$ cat config.mk
export PLATFORM = sky130hd
export DESIGN_NAME = cnv_seq_ctrl
export DESIGN_NICKNAME = d
export VERILOG_FILES = /design/src/rtl/cnv_seq_pkg.sv /design/src/rtl/cnv_cfg_reg.sv /design/src/rtl/cnv_fsm.sv /design/src/rtl/cnv_result_reg.sv /design/src/rtl/cnv_seq_ctrl.sv
export SDC_FILE = /design/constraint.sdc
export NUM_CORES = 1
export LEC_CHECK = 0
export ABC_AREA = 1
export CAP_MARGIN = 20
export CORE_ASPECT_RATIO = 0.8
export CORE_MARGIN = 10
export CORE_UTILIZATION = 27
export DETAILED_ROUTE_END_ITERATION = 10
export DONT_BUFFER_PORTS = 1
export PLACE_DENSITY_LB_ADDON = 0.3
export SYNTH_ARGS = -nofsm -noshare
export SYNTH_HDL_FRONTEND = slang
export SYNTH_SLANG_ARGS = --single-unit
$ cat constraint.sdc
create_clock -name clk -period 2.9 [get_ports clk]
set_input_delay 0.58 -clock clk [delete_from_list [all_inputs] [get_ports clk]]
set_output_delay 0.58 -clock clk [all_outputs]
set_load 0.01 [all_outputs]
$ cat src/rtl/cnv_seq_pkg.sv
package cnv_seq_pkg;

  localparam int unsigned CFG_W        = 8;
  localparam int unsigned FLAG_BIT     = 7;
  localparam logic [CFG_W-1:0] CFG_RESET_BYTE = 8'h8C;
  localparam logic        FLAG_RESET   = CFG_RESET_BYTE[FLAG_BIT];

  // Stored configuration bits in their bus positions 6..0.
  typedef struct packed {
    logic [1:0] rsv;
    logic       single;
    logic [1:0] rate;
    logic [1:0] gain;
  } cnv_cfg_t;

  localparam cnv_cfg_t CFG_DEFAULT = cnv_cfg_t'(CFG_RESET_BYTE[FLAG_BIT-1:0]);

  typedef enum logic {
    CNV_IDLE = 1'b0,
    CNV_BUSY = 1'b1
  } cnv_state_e;

  function automatic logic [CFG_W-1:0] pack_cfg(input logic flag, input cnv_cfg_t c);
    return {flag, c};
  endfunction

endpackage

$ cat src/rtl/cnv_cfg_reg.sv
module cnv_cfg_reg
  import cnv_seq_pkg::*;
(
  input  logic             clk,
  input  logic             rst_n,
  input  logic             clr,
  input  logic             wr_en,
  input  logic [CFG_W-2:0] wr_bits,
  output cnv_cfg_t         cfg_q,
  output cnv_cfg_t         cfg_nxt,
  output logic             tune_chg
);

  cnv_cfg_t wr_cfg;
  logic     cfg_en;

  assign wr_cfg = cnv_cfg_t'(wr_bits);
  assign cfg_en = clr | wr_en;

  always_comb begin
    cfg_nxt = cfg_q;
    if (clr) begin
      cfg_nxt = CFG_DEFAULT;
    end else if (wr_en) begin
      cfg_nxt = wr_cfg;
    end
  end

  always_comb begin
    tune_chg = wr_en && !clr &&
               ({wr_cfg.rate, wr_cfg.gain} != {cfg_q.rate, cfg_q.gain});
  end

  always_ff @(posedge clk or negedge rst_n) begin
    if (!rst_n) begin
      cfg_q <= CFG_DEFAULT;
    end else if (cfg_en) begin
      cfg_q <= cfg_nxt;
    end
  end

  assert_gcall_cfg_default_R10: assert property (@(posedge clk) disable iff (!rst_n)
    clr |=> (cfg_q == CFG_DEFAULT));

  assert_write_stored_R2: assert property (@(posedge clk) disable iff (!rst_n)
    (wr_en && !clr) |=> (cfg_q == $past(wr_cfg)));

endmodule

$ cat src/rtl/cnv_fsm.sv
module cnv_fsm
  import cnv_seq_pkg::*;
(
  input  logic clk,
  input  logic rst_n,
  input  logic clr,
  input  logic done_in,
  input  logic single_nxt,
  input  logic start_req,
  input  logic tune_chg,
  output logic active_q,
  output logic start_q,
  output logic done_acc
);

  cnv_state_e state_q, state_d;
  logic       start_d;
  logic       restart;
  logic       launch;

  assign active_q = (state_q == CNV_BUSY);
  assign done_acc = done_in && active_q;
  assign restart  = active_q && tune_chg && !single_nxt;
  assign launch   = !single_nxt || start_req;

  always_comb begin
    state_d = state_q;
    start_d = 1'b0;
    if (clr) begin
      state_d = CNV_IDLE;
    end else begin
      unique case (state_q)
        CNV_BUSY: begin
          if (done_acc) begin
            state_d = single_nxt ? CNV_IDLE : CNV_BUSY;
            start_d = !single_nxt;
          end else if (restart) begin
            start_d = 1'b1;
          end
        end
        CNV_IDLE: begin
          if (launch) begin
            state_d = CNV_BUSY;
            start_d = 1'b1;
          end
        end
        default: state_d = CNV_IDLE;
      endcase
    end
  end

  always_ff @(posedge clk or negedge rst_n) begin
    if (!rst_n) begin
      state_q <= CNV_IDLE;
      start_q <= 1'b0;
    end else begin
      state_q <= state_d;
      start_q <= start_d;
    end
  end

  assert_busy_start_ignored_R7: assert property (@(posedge clk) disable iff (!rst_n)
    (active_q && single_nxt && !done_in && !clr) |=> (active_q && !start_q));

  assert_single_done_idle_R6: assert property (@(posedge clk) disable iff (!rst_n)
    (done_acc && single_nxt && !clr) |=> !active_q);

  assert_tune_restart_R11: assert property (@(posedge clk) disable iff (!rst_n)
    (active_q && tune_chg && !single_nxt && !clr) |=> (active_q && start_q));

  assert_cont_chain_R3: assert property (@(posedge clk) disable iff (!rst_n)
    (done_acc && !single_nxt && !clr) |=> (active_q && start_q));

endmodule

$ cat src/rtl/cnv_result_reg.sv
module cnv_result_reg
  import cnv_seq_pkg::*;
#(
  parameter int unsigned RES_W = 16
) (
  input  logic             clk,
  input  logic             rst_n,
  input  logic             clr,
  input  logic             load,
  input  logic [RES_W-1:0] res_in,
  input  logic             rd_seen,
  output logic [RES_W-1:0] result_q,
  output logic             flag_q
);

  logic [RES_W-1:0] result_d;
  logic             flag_d;
  logic             res_en;
  logic             flag_en;

  assign res_en  = clr | load;
  assign flag_en = clr | load | rd_seen;

  always_comb begin
    result_d = result_q;
    if (clr) begin
      result_d = '0;
    end else if (load) begin
      result_d = res_in;
    end
  end

  always_comb begin
    flag_d = flag_q;
    if (clr) begin
      flag_d = FLAG_RESET;
    end else if (load) begin
      flag_d = 1'b0;
    end else if (rd_seen) begin
      flag_d = 1'b1;
    end
  end

  always_ff @(posedge clk or negedge rst_n) begin
    if (!rst_n) begin
      result_q <= '0;
    end else if (res_en) begin
      result_q <= result_d;
    end
  end

  always_ff @(posedge clk or negedge rst_n) begin
    if (!rst_n) begin
      flag_q <= FLAG_RESET;
    end else if (flag_en) begin
      flag_q <= flag_d;
    end
  end

  assert_new_data_flag_R8: assert property (@(posedge clk) disable iff (!rst_n)
    (load && !clr) |=> (!flag_q && result_q == $past(res_in)));

  assert_read_sets_flag_R8: assert property (@(posedge clk) disable iff (!rst_n)
    (rd_seen && !load && !clr) |=> flag_q);

  assert_gcall_clears_result_R10: assert property (@(posedge clk) disable iff (!rst_n)
    clr |=> (result_q == '0 && flag_q));

endmodule

$ cat src/rtl/cnv_seq_ctrl.sv
module cnv_seq_ctrl
  import cnv_seq_pkg::*;
#(
  parameter int unsigned RES_W = 16
) (
  input  logic             clk,
  input  logic             rst_n,
  input  logic             cfg_wr_en,
  input  logic [7:0]       cfg_wr_data,
  input  logic             cfg_rd_en,
  input  logic             gcall_rst,
  input  logic             cnv_done,
  input  logic [RES_W-1:0] cnv_result,
  output logic [7:0]       cfg_rd_data,
  output logic [RES_W-1:0] result_q,
  output logic [1:0]       rate_sel,
  output logic [1:0]       gain_sel,
  output logic             cnv_start,
  output logic             cnv_active,
  output logic             pwr_down
);

  cnv_cfg_t cfg_q;
  cnv_cfg_t cfg_nxt;
  logic     tune_chg;
  logic     start_req;
  logic     done_acc;
  logic     flag_q;

  assign start_req = cfg_wr_en && cfg_wr_data[FLAG_BIT];

  cnv_cfg_reg u_cfg (
    .clk      (clk),
    .rst_n    (rst_n),
    .clr      (gcall_rst),
    .wr_en    (cfg_wr_en),
    .wr_bits  (cfg_wr_data[FLAG_BIT-1:0]),
    .cfg_q    (cfg_q),
    .cfg_nxt  (cfg_nxt),
    .tune_chg (tune_chg)
  );

  cnv_fsm u_fsm (
    .clk        (clk),
    .rst_n      (rst_n),
    .clr        (gcall_rst),
    .done_in    (cnv_done),
    .single_nxt (cfg_nxt.single),
    .start_req  (start_req),
    .tune_chg   (tune_chg),
    .active_q   (cnv_active),
    .start_q    (cnv_start),
    .done_acc   (done_acc)
  );

  cnv_result_reg #(
    .RES_W (RES_W)
  ) u_res (
    .clk      (clk),
    .rst_n    (rst_n),
    .clr      (gcall_rst),
    .load     (done_acc),
    .res_in   (cnv_result),
    .rd_seen  (cfg_rd_en),
    .result_q (result_q),
    .flag_q   (flag_q)
  );

  assign cfg_rd_data = pack_cfg(flag_q, cfg_q);
  assign rate_sel    = cfg_q.rate;
  assign gain_sel    = cfg_q.gain;
  assign pwr_down    = cfg_q.single && !cnv_active;

  assert_idle_done_ignored_R13: assert property (@(posedge clk) disable iff (!rst_n)
    (cnv_done && !cnv_active && !gcall_rst) |=> ($stable(result_q) && $stable(cfg_rd_data[FLAG_BIT])));

  assert_cont_write_no_flag_R4: assert property (@(posedge clk) disable iff (!rst_n)
    (cfg_wr_en && !cfg_rd_en && !cnv_done && !gcall_rst) |=> $stable(cfg_rd_data[FLAG_BIT]));

  assert_pwr_implies_idle_R12: assert property (@(posedge clk) disable iff (!rst_n)
    pwr_down |-> !cnv_start);

endmodule

; ---- After elaboration in Yosys (flattened, before gate mapping)
; Index checks and enable logic that the tools add are counted.
[op_classes]
n_eq_ne = 1
bitwise = 4
n_reduce_logical = 17
muxes = 16
[op_table]
columns = cell, n
row1 = 2-to-1 mux 16 bit, 2
row2 = 2-to-1 mux 7 bit, 2
row3 = 2-to-1 mux 1 bit, 10
row4 = logical AND 1 bit, 7
row5 = AND reduction 2 bit, 3
row6 = != test 4 bit, 1
row7 = case mux 1 bit (2 select lines), 2
row8 = nonzero test 2 bit, 2
row9 = zero test 1 bit, 3
row10 = bitwise OR 1 bit, 3
row11 = nonzero test 3 bit, 1
row12 = logical OR 1 bit, 1
row13 = inverter 1 bit, 1
[totals]
reg_bits = 26
out_inout_bits = 31

; ---- Logic depth before layout (Yosys ltp)
[depth]
ltp_word = 9
depth_mapped = 9

; ---- By module
; A second synthesis with hierarchy kept.
[unflattened]
cells_unflattened = 151
hier_area_um2 = 1287.5
[by_module_without_submodules]
columns = mod, area_per_inst_um2, n_inst, cells_per_inst
row1 = cnv_result_reg, 713.2, 1, 76
row2 = cnv_cfg_reg, 416.6, 1, 51
row3 = cnv_fsm, 102.6, 1, 15
row4 = cnv_seq_ctrl, 55.1, 1, 9

; ---- Worst setup path after synthesis
; OpenSTA, ideal clock, no wires.
[synth_path]
path_kind = input to register
start = input gcall_rst
end = register u_fsm.state_q, in the netlist u_fsm.active_q
stages = 9
slack_ns = 1.577
t_arrival_ns = 1.203
required_time_ns = 2.780
cell_sequence = inv_2 > buf_6 > nand2_4 > inv_4 > nand2_4 > o21ai_4 > inv_2 > o211ai_1 > inv_1
[synth_via]
elab_chain_len = 6
elab_cells_between_ends = 8
[synth_lines]
columns = element, line
row1 = from (decl), cnv_seq_ctrl.sv:11  ; input logic gcall_rst,
row2 = 2-to-1 mux 7 bit, cnv_cfg_reg.sv:22  ; if (clr) begin
row3 = zero test 1 bit, cnv_fsm.sv:24  ; assign launch = !single_nxt || start_req;
row4 = logical OR 1 bit, cnv_fsm.sv:24
row5 = 2-to-1 mux 1 bit, cnv_fsm.sv:42  ; if (launch) begin
row6 = case mux 1 bit (2 select lines), cnv_fsm.sv:32  ; unique case (state_q)
row7 = 2-to-1 mux 1 bit (*), cnv_fsm.sv:29  ; if (clr) begin
row8 = net u_fsm.state_d, cnv_fsm.sv:16  ; cnv_state_e state_q, state_d;
row9 = to (signal assigned), cnv_fsm.sv:57  ; state_q <= state_d;
row10 = to (decl), cnv_fsm.sv:16
; Mark *: on every way through the listed nets, which the timed path passes. The rest lies on a longest branch.
; A chain may end at the register's enable or synchronous reset.

; ---- Worst setup path after layout
[layout_path]
start = register u_fsm.state_q, in the netlist u_fsm.active_q
end = output pwr_down
[layout_via]
elab_chain_len = 2
[layout_lines]
columns = element, line
row1 = zero test 1 bit, cnv_seq_ctrl.sv:72  ; assign pwr_down = cfg_q.single && !cnv_active;
row2 = logical AND 1 bit, cnv_seq_ctrl.sv:72
row3 = to (decl), cnv_seq_ctrl.sv:20  ; output logic pwr_down
; Every way passes these cells.

==> results_dict.tcl <==
set metrics [dict create \
    status "completed" \
    cellLeakagePower_nw 0.6844 \
    tightestPinTransition_ns 0.5477 \
    numPortBuffers 0 \
    crit_family "flip-flops" \
    hpwl_um 2585 \
    grt_pass1_vias 871 \
    final_cells 190 \
    clock-sinks 26 \
    critPathArrivalTime_ns 1.08 \
    end_kind "primary output" \
    fin_skew_ns 0.001687 \
    ant_nets 0 \
    core_mm2 0.004257 \
    start_util_pct 28.37 \
    setup_viol 0 \
    maxCapViolCount 0 \
    ys_ff_latch 26 \
    fillCellCount 464 \
    rrSetupSlack_ns 1.47 \
    pwr-share-seq_pct 53.3 \
    chipHeight_um 79.81 \
    finalWirelength_um 3277 \
    design_area_mm2 0.001321 \
    die_x_um 94.77 \
    ys_warn_count 0 \
    period_share_pct 57.11 \
    gr-total-overflow 0 \
    internal-power_mw 0.5915 \
    setup_tns_ns 0 \
    vdd_drop_max_uv 211.8 \
    cp_cell_sequence "nor2_1" \
    post_drt_wl_per_cell_um 17.25 \
    critPathSlowestCell "dfrtp_1" \
    hold_path_class "input port to async pin" \
    syn_inst 136 \
    drive_gt1_share_pct 12.78 \
    drtIter0Drc 61 \
    timing_hold_violations_final 0 \
    synth.avg_cell_area_um2 8.878 \
    cts_tree "yes" \
    comb_power_share_pct 8.4 \
    rsz0062_at_grt "false" \
    cp_num_buf_inv 0 \
    place_area_mm2 0.001215 \
    cts_buffer_depth 2 \
    dr.pass1.iters 3 \
    drc 0 \
    cts_made_buffers 3 \
    avgViaCountPerCell 4.537 \
    worstPathRequired_ns 2.32 \
    cp_max_fo 6 \
    vias 862 \
    multi_input_area_um2 366.6 \
    ios 61 \
    power.density_mw_per_mm2 588.5 \
    cts_resized 0 \
    post-route-min-period_ns 1.656 \
    slew_viol_final 0 \
    gp_congestion 0.7145 \
    power_mw 0.7776 \
    seqCellArea_um2 654.4 \
    worst_path_largest_cell_delay_ns 0.51 \
    place_inst 184 \
    fp.dieArea_mm2 0.007563 \
    worstSetupPathType "flop to primary output" \
    antenna_found_initial 0 \
    ys_types 23 \
    num_antenna_cells 0 \
    root_buffer "clkbuf_8" \
    switchingPower_mw 0.1861 \
    cp-startpoint "u_fsm.active_q$_DFF_PN0_" \
    row_count 21 \
    worstSkewPairLatency_ns 0.27 \
    syn_to_final_growth_pct 9.430 \
    grt_max_degree 24 \
    synth_nets 166 \
    grt_pass1_wl_um 4905 \
    layout.nets 164 \
    swShare_pct 23.94 \
    synth_area_mm2 0.001207 \
    timing.fmax_mhz 603.8 \
    path_clk_slew_ns 0.09 \
    grt_usage_pct 8.430 \
    htreeDepth 1 \
    clockPowerShare_pct 38.3 \
    yosysSeqAreaShare_pct 54.20 \
    r2r_start "u_fsm.active_q$_DFF_PN0_" \
    start_kind "flop" \
    slew_headroom_pct 63.40 \
]
## synthesized netlist by cell type
cell type	instances	area [µm²]
nor2_2	1	6.260
nand2_1	19	71.32
o31ai_1	1	7.510
inv_4	1	6.260
o22ai_1	2	12.51
inv_1	28	105.1
nand3_1	17	85.08
buf_6	1	11.26
a22o_1	2	17.52
dfstp_2	3	78.83
o21ai_4	1	16.27
inv_2	3	11.26
nor2_1	3	11.26
clkbuf_2	1	5.000
buf_2	2	10.01
nand2_4	2	22.52
o21ai_0	16	80.08
buf_4	5	37.54
o211ai_1	1	7.510
a21oi_1	1	5.000
a21oi_2	1	8.760
a22oi_1	2	15.01
dfrtp_1	23	575.6
## cell type report
class	count	share of cell area, %
flip-flops and latches	26	49.53
clock buffers	3	3.125
multi-input cells	69	27.75
well taps	57	5.398
repair buffers	2	2.652
clock inverters	1	2.273
inverters	32	9.280
## registers in the layout, indices dropped and copies added (netlist names)
| name | flops |
|---|---|
| u_res.result_q | 16 |
| u_cfg.cfg_q | 7 |
| u_fsm.start_q | 1 |
| u_fsm.active_q | 1 |
| u_res.flag_q | 1 |
## worst register-to-register path: stages (launching register included)
cell,delay (ns)
dfrtp_1,0.54
nand2_1,0.43
o211ai_1,0.30
inv_1,0.06
## worst paths after layout
path | endpoint | cells past startpoint
max | pwr_down | 1
min | u_cfg.cfg_q[3]$_DFFE_PN1P_ | 0
max reg2reg | u_fsm.active_q$_DFF_PN0_ | 3
min reg2reg | u_cfg.cfg_q[2]$_DFFE_PN1P_ | 2
max in group asynchronous | u_res.result_q[0]$_DFFE_PN0P_ | 2
min in group clk | u_res.flag_q$_DFFE_PN1P_ | 2
## power groups by stage
stage	logic, mW	registers (mW)	clock network (mW)
2_1_floorplan	0.0558	0.412	0
3_3_place_gp	0.0528	0.423	0
3_5_place_dp	0.0546	0.423	0
4_1_cts	0.0625	0.416	0.306
5_1_grt	0.0747	0.418	0.323
6_report	0.0650	0.415	0.298
## stage by stage
stage	utilization, %	setup slack, ns	hold WS [ns]
2_1_floorplan	-	1.577	0.2844
3_3_place_gp	28.54	1.226	0.2857
3_5_place_dp	28.54	1.150	0.2857
4_1_cts	30.45	1.226	0.1320
5_1_grt	31.04	1.189	0.1185
6_report	31.04	1.244	0.1395
## cells in the final DEF (no fill, tap or decap)
master         Yosys  final
clkbuf_16          0      1
dfstp_2            3      3
a22o_1             2      2
o21ai_0           16     16
o31ai_1            1      1
nand2_1           19     19
bufinv_16          0      1
inv_2              3      3
nand3_1           17     17
clkbuf_8           0      3
inv_1             28     28
nand2_4            2      2
o21ai_4            1      1
nor2_1             3      3
o211ai_1           1      1
nor2_2             1      1
o22ai_1            2      2
a22oi_1            2      2
a21oi_2            1      1
inv_4              1      1
a21oi_1            1      1
dfrtp_1           23     23
dlygate4sd3_1      0      1
## logic make-up (layout without fill, tap and decap cells)
family	Yosys count	in the layout	synth area share, %
AOI/OAI and AO/OA	27	27	14.09
buffers and inverters	41	38	15.44
DFF	26	26	54.20
and+or+nand+nor	42	42	16.27
## metal layers
layer / up-vias / wire [µm] / GRT usage, %
met1: 410 / 1181 / 8.506
met2: 37 / 1633 / 13.90
met5: - / 0 / 0
met3: 2 / 446 / 6.109
li1: 413 / - / -
met4: 0 / 16 / 1.791
## repair_timing
action	CTS	global route
hold endpoints to repair	23	0
hold buffers	1	0
setup buffers	0	0
No activity file was read; power rests on OpenSTA's default activity.
